`config.mk`:
```
export PLATFORM = sky130hd
export DESIGN_NAME = panel_bus_ctrl
export DESIGN_NICKNAME = d
export VERILOG_FILES = /design/src/rtl/pbc_pkg.sv /design/src/rtl/pbc_chip_bank.sv /design/src/rtl/pbc_bus_engine.sv /design/src/rtl/pbc_xfer.sv /design/src/rtl/panel_bus_ctrl.sv
export SDC_FILE = /design/constraint.sdc
export NUM_CORES = 1
export LEC_CHECK = 0
export ABC_CLOCK_PERIOD_IN_PS = 3800
export CAP_MARGIN = 30
export CORE_ASPECT_RATIO = 1.4
export CORE_MARGIN = 4
export CORE_UTILIZATION = 30
export DETAILED_ROUTE_END_ITERATION = 16
export SKIP_LAST_GASP = 1
export SYNTH_ARGS = -nofsm -noshare
export SYNTH_HDL_FRONTEND = slang
export SYNTH_SLANG_ARGS = --single-unit
```
`constraint.sdc`:
```
create_clock -name clk -period 3.8 [get_ports clk]
set_input_delay 0.76 -clock clk [delete_from_list [all_inputs] [get_ports clk]]
set_output_delay 0.76 -clock clk [all_outputs]
set_load 0.05 [all_outputs]
```
`src/rtl/pbc_pkg.sv`:
```
package pbc_pkg;
  localparam int REG_AW = 5;

  typedef enum logic [2:0] {
    OP_NONE, OP_CMD, OP_PARAM, OP_DATA, OP_FETCH_D, OP_FETCH_S
  } bus_op_e;

  localparam logic [REG_AW-1:0] A_ID      = 5'd0;
  localparam logic [REG_AW-1:0] A_SYSCFG  = 5'd1;
  localparam logic [REG_AW-1:0] A_SYSSTAT = 5'd2;
  localparam logic [REG_AW-1:0] A_CTRL    = 5'd3;
  localparam logic [REG_AW-1:0] A_PIXCNT  = 5'd4;
  localparam logic [REG_AW-1:0] A_CMD     = 5'd5;
  localparam logic [REG_AW-1:0] A_PARAM   = 5'd6;
  localparam logic [REG_AW-1:0] A_DATA    = 5'd7;
  localparam logic [REG_AW-1:0] A_RDDATA  = 5'd8;
  localparam logic [REG_AW-1:0] A_RDSTAT  = 5'd9;
  localparam int BANK_BASE   = 16;
  localparam int BANK_STRIDE = 8;
  localparam int BANK_WORDS  = 6;

  localparam logic [31:0] ID_VALUE  = 32'h10;
  localparam logic [31:0] CFG_RST   = 32'h0031_0000;
  localparam logic [4:0]  IDLE_MASK = 5'h19;
  localparam logic [3:0]  CTRL_RST  = 4'h2;

  function automatic logic [31:0] bank_mask(input logic [2:0] idx);
    case (idx)
      3'd0:    bank_mask = 32'h003F_1FFF;
      3'd1:    bank_mask = 32'h3FFF_FFFF;
      3'd2:    bank_mask = 32'h0FFF_FFFF;
      default: bank_mask = 32'h0F1F_0F1F;
    endcase
  endfunction
endpackage

```
`src/rtl/pbc_chip_bank.sv`:
```
module pbc_chip_bank
  import pbc_pkg::*;
(
  input  logic        clk,
  input  logic        rst_n,
  input  logic        clr,
  input  logic        wr_en,
  input  logic [2:0]  sel,
  input  logic [31:0] wdata,
  output logic [31:0] rdata,
  output logic [31:0] cfg
);
  logic [31:0] word_q [BANK_WORDS];

  always_ff @(posedge clk or negedge rst_n) begin
    if (!rst_n) begin
      for (int i = 0; i < BANK_WORDS; i++) word_q[i] <= (i == 0) ? CFG_RST : 32'h0;
    end else if (clr) begin
      for (int i = 0; i < BANK_WORDS; i++) word_q[i] <= (i == 0) ? CFG_RST : 32'h0;
    end else if (wr_en && (int'(sel) < BANK_WORDS)) begin
      word_q[sel] <= wdata & bank_mask(sel);
    end
  end

  always_comb begin
    rdata = '0;
    for (int i = 0; i < BANK_WORDS; i++)
      if (int'(sel) == i) rdata = word_q[i];
  end

  assign cfg = word_q[0];
endmodule

```
`src/rtl/pbc_bus_engine.sv`:
```
module pbc_bus_engine
  import pbc_pkg::*;
#(
  parameter int NCHIP = 2
) (
  input  logic             clk,
  input  logic             rst_n,
  input  bus_op_e          op,
  input  logic [31:0]      wdata,
  input  logic [NCHIP-1:0] sel,
  output logic             ready,
  output logic             pnl_we,
  output logic             pnl_re,
  output logic             pnl_dc,
  output logic [NCHIP-1:0] pnl_cs,
  output logic [15:0]      pnl_dout,
  input  logic [15:0]      pnl_din,
  output logic [15:0]      rxbuf
);
  typedef enum logic [1:0] {ST_IDLE, ST_HIGH, ST_CAP} eng_st_e;
  eng_st_e     st_q;
  logic [15:0] hi_q;
  logic [NCHIP-1:0] pick;

  // lowest-numbered selected chip wins a fetch
  always_comb begin
    pick = '0;
    for (int i = NCHIP - 1; i >= 0; i--)
      if (sel[i]) begin
        pick    = '0;
        pick[i] = 1'b1;
      end
  end

  assign ready = (st_q == ST_IDLE);

  always_ff @(posedge clk or negedge rst_n) begin
    if (!rst_n) begin
      st_q     <= ST_IDLE;
      pnl_we   <= 1'b0;
      pnl_re   <= 1'b0;
      pnl_dc   <= 1'b0;
      pnl_cs   <= '0;
      pnl_dout <= '0;
      hi_q     <= '0;
      rxbuf    <= '0;
    end else begin
      case (st_q)
        ST_IDLE: begin
          pnl_we <= 1'b0;
          pnl_re <= 1'b0;
          pnl_cs <= '0;
          case (op)
            OP_CMD, OP_PARAM, OP_DATA: begin
              pnl_we   <= |sel;
              pnl_cs   <= sel;
              pnl_dc   <= (op != OP_CMD);
              pnl_dout <= wdata[15:0];
              hi_q     <= wdata[31:16];
              if (op == OP_DATA) st_q <= ST_HIGH;
            end
            OP_FETCH_D, OP_FETCH_S: begin
              pnl_re <= |sel;
              pnl_cs <= pick;
              pnl_dc <= (op == OP_FETCH_D);
              st_q   <= ST_CAP;
            end
            default: ;
          endcase
        end
        ST_HIGH: begin
          pnl_dout <= hi_q;
          st_q     <= ST_IDLE;
        end
        default: begin
          if (pnl_re) rxbuf <= pnl_din;
          pnl_re <= 1'b0;
          pnl_cs <= '0;
          st_q   <= ST_IDLE;
        end
      endcase
    end
  end
endmodule

```
`src/rtl/pbc_xfer.sv`:
```
module pbc_xfer #(
  parameter int PIX_W = 16
) (
  input  logic             clk,
  input  logic             rst_n,
  input  logic             clr,
  input  logic             load,
  input  logic [PIX_W-1:0] load_val,
  input  logic             dec,
  input  logic             start,
  output logic [PIX_W-1:0] count,
  output logic             busy,
  output logic             done
);
  always_ff @(posedge clk or negedge rst_n) begin
    if (!rst_n) begin
      count <= '0;
      busy  <= 1'b0;
      done  <= 1'b0;
    end else if (clr) begin
      count <= '0;
      busy  <= 1'b0;
      done  <= 1'b0;
    end else begin
      done <= 1'b0;
      if (load) begin
        count <= load_val;
      end else if (dec) begin
        count <= count - PIX_W'(1);
        if (busy && count == PIX_W'(1)) begin
          busy <= 1'b0;
          done <= 1'b1;
        end
      end else if (start && !busy) begin
        if (count == '0) done <= 1'b1;
        else             busy <= 1'b1;
      end
    end
  end
endmodule

```
`src/rtl/panel_bus_ctrl.sv`:
```
module panel_bus_ctrl
  import pbc_pkg::*;
#(
  parameter int NCHIP = 2,
  parameter int PIX_W = 16
) (
  input  logic              clk,
  input  logic              rst_n,
  input  logic              host_valid,
  output logic              host_ready,
  input  logic              host_we,
  input  logic [REG_AW-1:0] host_addr,
  input  logic [31:0]       host_wdata,
  output logic              rsp_valid,
  output logic [31:0]       rsp_data,
  input  logic              panel_mode_en,
  output logic              frame_done,
  output logic              pnl_we,
  output logic              pnl_re,
  output logic              pnl_dc,
  output logic [NCHIP-1:0]  pnl_cs,
  output logic [15:0]       pnl_dout,
  input  logic [15:0]       pnl_din
);
  localparam int CTRL_W = 2 + NCHIP;
  localparam int HI_W   = REG_AW - 3;

  logic              acc, wr, rd;
  logic [CTRL_W-1:0] ctrl_q;
  logic [4:0]        idle_q;
  logic              soft_clr, start_req, cfg_ok, dec, load;
  bus_op_e           op;
  logic [15:0]       rxbuf;
  logic [PIX_W-1:0]  pix_cnt;
  logic              xfer_busy;
  logic [31:0]       rd_mux;
  logic [31:0]       bank_rd  [NCHIP];
  logic [31:0]       bank_cfg [NCHIP];
  logic [NCHIP-1:0]  bank_hit;
  logic [31:0]       cfg_and;

  assign acc = host_valid && host_ready;
  assign wr  = acc && host_we;
  assign rd  = acc && !host_we;

  assign soft_clr = wr && host_addr == A_SYSCFG && host_wdata[1];

  always_comb begin
    cfg_and = '1;
    for (int c = 0; c < NCHIP; c++) cfg_and = cfg_and & bank_cfg[c];
  end
  assign cfg_ok = (cfg_and[3:2] != 2'b11);

  assign start_req = wr && host_addr == A_CTRL && host_wdata[4] && host_wdata[0]
                     && !host_wdata[1] && panel_mode_en && cfg_ok;
  assign dec  = wr && (host_addr == A_DATA || host_addr == A_RDDATA || host_addr == A_RDSTAT);
  assign load = wr && host_addr == A_PIXCNT;

  always_comb begin
    op = OP_NONE;
    if (wr) begin
      case (host_addr)
        A_CMD:    op = OP_CMD;
        A_PARAM:  op = OP_PARAM;
        A_DATA:   op = OP_DATA;
        A_RDDATA: op = OP_FETCH_D;
        A_RDSTAT: op = OP_FETCH_S;
        default:  op = OP_NONE;
      endcase
    end
  end

  always_ff @(posedge clk or negedge rst_n) begin
    if (!rst_n) begin
      ctrl_q <= CTRL_W'(CTRL_RST);
      idle_q <= '0;
    end else begin
      if (soft_clr) ctrl_q <= CTRL_W'(CTRL_RST);
      else if (wr && host_addr == A_CTRL) ctrl_q <= host_wdata[CTRL_W-1:0];
      if (wr && host_addr == A_SYSCFG) idle_q <= host_wdata[4:0] & IDLE_MASK;
    end
  end

  for (genvar c = 0; c < NCHIP; c++) begin : g_bank
    assign bank_hit[c] = (host_addr[REG_AW-1:3] == HI_W'((BANK_BASE + BANK_STRIDE * c) / 8))
                         && (int'(host_addr[2:0]) < BANK_WORDS);
    pbc_chip_bank u_bank (
      .clk   (clk),
      .rst_n (rst_n),
      .clr   (soft_clr),
      .wr_en (wr && bank_hit[c]),
      .sel   (host_addr[2:0]),
      .wdata (host_wdata),
      .rdata (bank_rd[c]),
      .cfg   (bank_cfg[c])
    );
  end

  pbc_bus_engine #(.NCHIP(NCHIP)) u_engine (
    .clk      (clk),
    .rst_n    (rst_n),
    .op       (op),
    .wdata    (host_wdata),
    .sel      (ctrl_q[2 +: NCHIP]),
    .ready    (host_ready),
    .pnl_we   (pnl_we),
    .pnl_re   (pnl_re),
    .pnl_dc   (pnl_dc),
    .pnl_cs   (pnl_cs),
    .pnl_dout (pnl_dout),
    .pnl_din  (pnl_din),
    .rxbuf    (rxbuf)
  );

  pbc_xfer #(.PIX_W(PIX_W)) u_xfer (
    .clk      (clk),
    .rst_n    (rst_n),
    .clr      (soft_clr),
    .load     (load),
    .load_val (host_wdata[PIX_W-1:0]),
    .dec      (dec),
    .start    (start_req),
    .count    (pix_cnt),
    .busy     (xfer_busy),
    .done     (frame_done)
  );

  always_comb begin
    rd_mux = '0;
    case (host_addr)
      A_ID:               rd_mux = ID_VALUE;
      A_SYSCFG:           rd_mux = 32'(idle_q);
      A_SYSSTAT:          rd_mux = {23'd0, xfer_busy, 8'd1};
      A_CTRL:             rd_mux = 32'(ctrl_q);
      A_PIXCNT:           rd_mux = 32'(pix_cnt);
      A_RDDATA, A_RDSTAT: rd_mux = 32'(rxbuf);
      default:
        for (int c = 0; c < NCHIP; c++)
          if (bank_hit[c]) rd_mux = bank_rd[c];
    endcase
  end

  always_ff @(posedge clk or negedge rst_n) begin
    if (!rst_n) begin
      rsp_valid <= 1'b0;
      rsp_data  <= '0;
    end else begin
      rsp_valid <= rd;
      if (rd) rsp_data <= rd_mux;
    end
  end
endmodule

```
### Word-level counts from Yosys, hierarchy flattened

Index checks and enable logic that the tools add are counted.

* register bits after elaboration: 497

* $add $sub $neg: 1
* magnitude comparators: 3
* eq/ne operators: 33
* muxes and demuxes: 60
* bitwise operators: 5
* reductions and logical operators: 50

Operator list (count)
* two-way mux 192 bit: 4
* two-way mux 32 bit: 19
* bitwise mux 192 bit: 2
* case mux 32 bit (6 select lines): 1
* demux 32 bit (select 3 bit): 1
* case mux 30 bit (3 select lines): 1
* bitwise AND 32 bit: 2
* two-way mux 16 bit: 4
* case mux 16 bit (2 select lines): 1
* logical AND 1 bit: 22
* equality test 5 x 3 -> 1 bit, second input constant: 4
* equality test 3 bit, second input constant: 6
* equality test 16 x 1 -> 1 bit, second input constant: 1
* logical NOT 16 bit: 1
* subtractor 16 x 1 -> 16 bit, second input constant: 1
* case mux 3 bit (5 select lines): 1
* two-way mux 1 bit: 14
* equality test 3 x 2 -> 1 bit, second input constant: 4
* case mux 2 bit (2 select lines): 3
* equality test 5 x 2 -> 1 bit, second input constant: 2
* equality test 5 x 4 -> 1 bit, second input constant: 2
* AND reduction 2 bit: 5
* nonzero test 2 bit: 5
* inequality test 3 x 1 -> 1 bit, second input constant: 3
* 27 further kinds: 43

### Depth between registers and ports, before layout

* depth after elaboration: 14
* depth in mapped cells: 9

### By module

A second synthesis with hierarchy kept.

* cell total of the unflattened synthesis: 2426
* area total of the unflattened synthesis: 23716.5 µm²

By module, submodules not included
* pbc_chip_bank: times used 2, cells an instance 933, area each 8834.7 µm²
* pbc_bus_engine: times used 1, cells an instance 194, area each 2473.6 µm²
* panel_bus_ctrl: times used 1, cells an instance 241, area each 2432.3 µm²
* pbc_xfer: times used 1, cells an instance 125, area each 1141.1 µm²

### Least setup slack after synthesis

OpenSTA, ideal clock, no wires.

* path kind: register to register
* start point: register u_engine.st_q[1]
* end point: register g_bank[1].u_bank.word_q[24] (netlist bit)
* library setup time: 0.078 ns
* data arrival time: 2.465 ns
* required time: 3.722 ns
* path slack: 1.257 ns
* cell stages (with the launch flop): 8
* path buffers: 2
* period minus slack after synthesis: 2.543 ns
* cell sequence: dfrtp_1 nor2_1 nand2_1 clkbuf_1 nor3_4 buf_2 nand2_1 a21oi_1

* word-level cells in the longest chain between the ends: 6
* elaborated cells on any way between the ends: 9
* those cells by class: mux: 1; reduce/logical: 8

RTL lines
* start, declared: RTL line pbc_bus_engine.sv:21 `eng_st_e st_q;`
* start signal, assigned: RTL line pbc_bus_engine.sv:39 `st_q <= ST_IDLE;`
* start signal, assigned: RTL line pbc_bus_engine.sv:60 `if (op == OP_DATA) st_q <= ST_HIGH;`
* start signal, assigned: RTL line pbc_bus_engine.sv:66 `st_q <= ST_CAP;`
* logical NOT 2 bit *: RTL line pbc_bus_engine.sv:35 `assign ready = (st_q == ST_IDLE);`
* named net host_ready: RTL line panel_bus_ctrl.sv:10 `output logic host_ready,`
* logical AND 1 bit *: RTL line panel_bus_ctrl.sv:42 `assign acc = host_valid && host_ready;`
* logical AND 1 bit *: RTL line panel_bus_ctrl.sv:43 `assign wr = acc && host_we;`
* logical AND 1 bit (on tied branches): RTL line panel_bus_ctrl.sv:46, panel_bus_ctrl.sv:91
* logical AND 1 bit (on tied branches): RTL line panel_bus_ctrl.sv:46, pbc_chip_bank.sv:20
* two-way mux 192 bit / nonzero test 2 bit (equally long branches)
* end signal, assigned by index: RTL line pbc_chip_bank.sv:21 `word_q[sel] <= wdata & bank_mask(sel);`
* end, declared: RTL line pbc_chip_bank.sv:13 `logic [31:0] word_q [BANK_WORDS];`

The timed path passes the listed nets; every way through them passes the cells marked *.
A chain may end at the register's enable or synchronous reset.

### Worst setup path after layout

* start point: register u_engine.st_q[1]
* end point: output host_ready

* word-level cells in the longest chain between the ends: 1

RTL lines (RTL line)
* logical NOT 2 bit: pbc_bus_engine.sv:35
* end, declared: panel_bus_ctrl.sv:10

Every way passes these cells.

==> impl_metrics.toml <==
[run_status]
status = "finished, final reports clean"

[sta]
setup_viol = 0
period_share_pct = 76.7
rsz0062_at_grt = "no"
max_freq_ghz = 0.343
worst_pin_slew_ns = 0.980
hold_violations = 0
finalSetupTns_ns = 0
slew_headroom_pct = 34.4
period_needed_ns = 2.91
fin_skew_ns = 0.0160
final-max-slew-violation-count = 0

[yosys]
ys_types = 75
synth_ff_type = "dfrtp_1"
synthCells = 2136
synth_edf_count = 0
synth.avg_cell_area_um2 = 10.2
syn_nets = 2196
ys_top_cells_by_count = "nand2_1, dfrtp_1, a21oi_1"
synth_area_leaders = "dfrtp_1, nand2_1, mux4_2, a21oi_1, nor2b_1"
synth_top_area_share_pct = 53.3
yosysSeqAreaShare_pct = 54.1
ys_warn_count = 0
synth-seq-cells = 472
synth.most_common_cell = "nand2_1"
synth_area_leader_cell = "dfrtp_1"
ys_async_sr_fraction_pct = 100
synth_area_mm2 = 0.0218

[pwr]
power_frac_comb_pct = 15.2
peakVddDrop_mv = 0.273
p_sw_uw = 3520
internal_power_uw = 9200
clock_power_share_pct = 38.1
power_switching_share_pct = 27.7
p_per_area_mw_per_mm2 = 490
sequentialPowerShare_pct = 46.7
power.leakage_uw = 0.0117

[global_route]
grt_pass1_vias = 18196
antenna_found_initial = 5
grt_remaining_overflow = 0
grt_pass1_wl_um = 115000
grt_start_max_net_pins = 92
gr-usage-all-layers_pct = 19.1

[min_path]
min_path_type = "in -> async"

[die]
die_height_um = 327
num_io_pins = 114
rows = 116
die-width_um = 236
core_mm2 = 0.0718
die-area_mm2 = 0.0773
initial_core_util_pct = 30.4

[setup_path]
reg2regPathDepth = 7
cp.required_ns = 3.04
path_class = "reg -> out"
reg2reg_setup_slack_ns = 1.34
critPathSlowestCell = "clkdlybuf4s50_1"
crit_path_max_incr_delay_ns = 0.86
arrival_ns = 2.15
path_max_fanout = 6
path_cells = "nor2_1 -> clkdlybuf4s50_1"
cp-start-kind = "register"
cp-end-kind = "output pin"
timing.rr.end = "u_xfer.count[14]"
reg2reg_from = "u_xfer.count[0]"

[clocking]
clock_sinks = 472
cts_buffer_depth = 3
hold_buffers = 0
cts_max_level = 2
cts_resized = 0
clk_latency_ns = 0.57
clkTransAtPathRegs_ns = 0.06
cts_setup_buffers = 0
root_buffer = "clkbuf_16"
cts_tree = "built"
numCtsBuffers = 45

[place]
placedInstanceArea_mm2 = 0.0244
dpl.hpwl_um = 52000
gp_congestion = 0.902
io_buffers = 113
dp_cells = 3111

[route]
ant_nets = 0
dr_total_vias = 17588
first_pass_iters = 6
initialDrtViolationCount = 1504
routed_via_density = 5.51
wire_per_inst_um = 23.7
finalWirelength_um = 75800
drc = 0

[job]
cap_violations = 0

[layout]
drive_gt1_share_pct = 13.4
area_growth_pct = 18.8
nets = 2274
design_area_mm2 = 0.0259
finalNonFillerCells = 3193
layout make-up:
class                   count  area (um^2)
flip-flops and latches    472        11800
fillers                  7056        45900
clock buffers              68         1400
multi-input cells        1469         9230
repair buffers            217         2090
inverters                   9         33.8
diodes                      1         2.50
well taps                 944         1180
clock inverters            13          196
worst max-delay path, delay by kind of cell (launching register included):
family	cells	cell delay, ns
buffers and inverters	1	0.86
DFF	1	0.48
and+or+nand+nor	1	0.26
through the flow:
stage / total power [uW] / hold WS [ns] / worst slack [ns] / util, %
floorplan: 7150 / 0.446 / 1.26 / -
global placement: 7900 / 0.459 / 0.555 / 33.9
detailed placement: 7960 / 0.463 / 0.527 / 33.9
CTS: 12800 / 0.206 / 0.880 / 36.1
global route: 13200 / 0.233 / 0.844 / 36.1
finish: 12700 / 0.177 / 0.886 / 36.1
layer usage:
layer  routed length (um)  track usage, %  vias to the layer above
li1                     -               -                     7661
met2                37100            32.6                      789
met3                 5460            3.43                      232
met5                   34               0                        -
met1                28900            23.3                     8900
met4                 4190            9.84                        6
sequential cells by signal (all words and copies together) (netlist names), 2 cells and up:
register	flops
g_bank.u_bank.word_q	300
g_bank.u_bank.cfg	60
rsp_data	31
u_engine.hi_q	16
u_engine.pnl_dout	16
u_engine.rxbuf	16
u_xfer.count	16
ctrl_q	4
idle_q	3
u_engine.pnl_cs	2
u_engine.st_q	2
logic make-up (layout without fill, tap and decap cells):
kind of cell | Yosys count | count (layout) | synth area share [%]
buffers and inverters | 195 | 307 | 3.92
muxes | 121 | 121 | 8.70
xor gates and xnor gates | 14 | 14 | 0.561
DFF | 472 | 472 | 54.1
and+or+nand+nor | 845 | 845 | 17.8
adders and majority gates | 2 | 2 | 0.115
AOI/OAI and AO/OA | 487 | 487 | 14.8
other | 0 | 1 | 0
worst max-delay path by stage:
stage                           startpoint                           to  slack [ns]  depth (start not counted)
after floorplan           u_engine.st_q[1]  g_bank[1].u_bank.word_q[24]        1.26                          7
after global placement        host_addr[3]  g_bank[1].u_bank.word_q[64]        0.56                          6
after detailed placement      host_addr[4]   g_bank[0].u_bank.word_q[1]        0.53                          7
after CTS                 u_engine.st_q[1]                   host_ready        0.88                          2
after global routing      u_engine.st_q[1]                   host_ready        0.84                          2
final                     u_engine.st_q[1]                   host_ready        0.89                          2
power by group through the flow:
stage / logic, uW / registers (uW) / clock network, uW
after floorplan: 988 / 6160 / 0
after global placement: 1900 / 6000 / 0
after detailed placement: 1940 / 6020 / 0
after CTS: 1950 / 5930 / 4930
after global routing: 2100 / 5990 / 5120
final: 1940 / 5940 / 4840
layout by cell type (no fill, tap or decap), drive strengths merged, types with 18 or more instances in the layout:
cell,netlist,routed
a21oi,169,169
nand3,99,99
nor2,75,75
clkbuf,107,68
mux2i,37,37
nor3,20,20
nor2b,101,101
dfrtp,465,465
o211ai,25,25
nand2,475,475
buf,79,108
a21o,18,18
mux4,52,52
o21ai,82,82
a22o,67,67
clkdlybuf4s50,0,109
mux2,32,32
a22oi,18,18
Power figures use the tool's default switching activity.
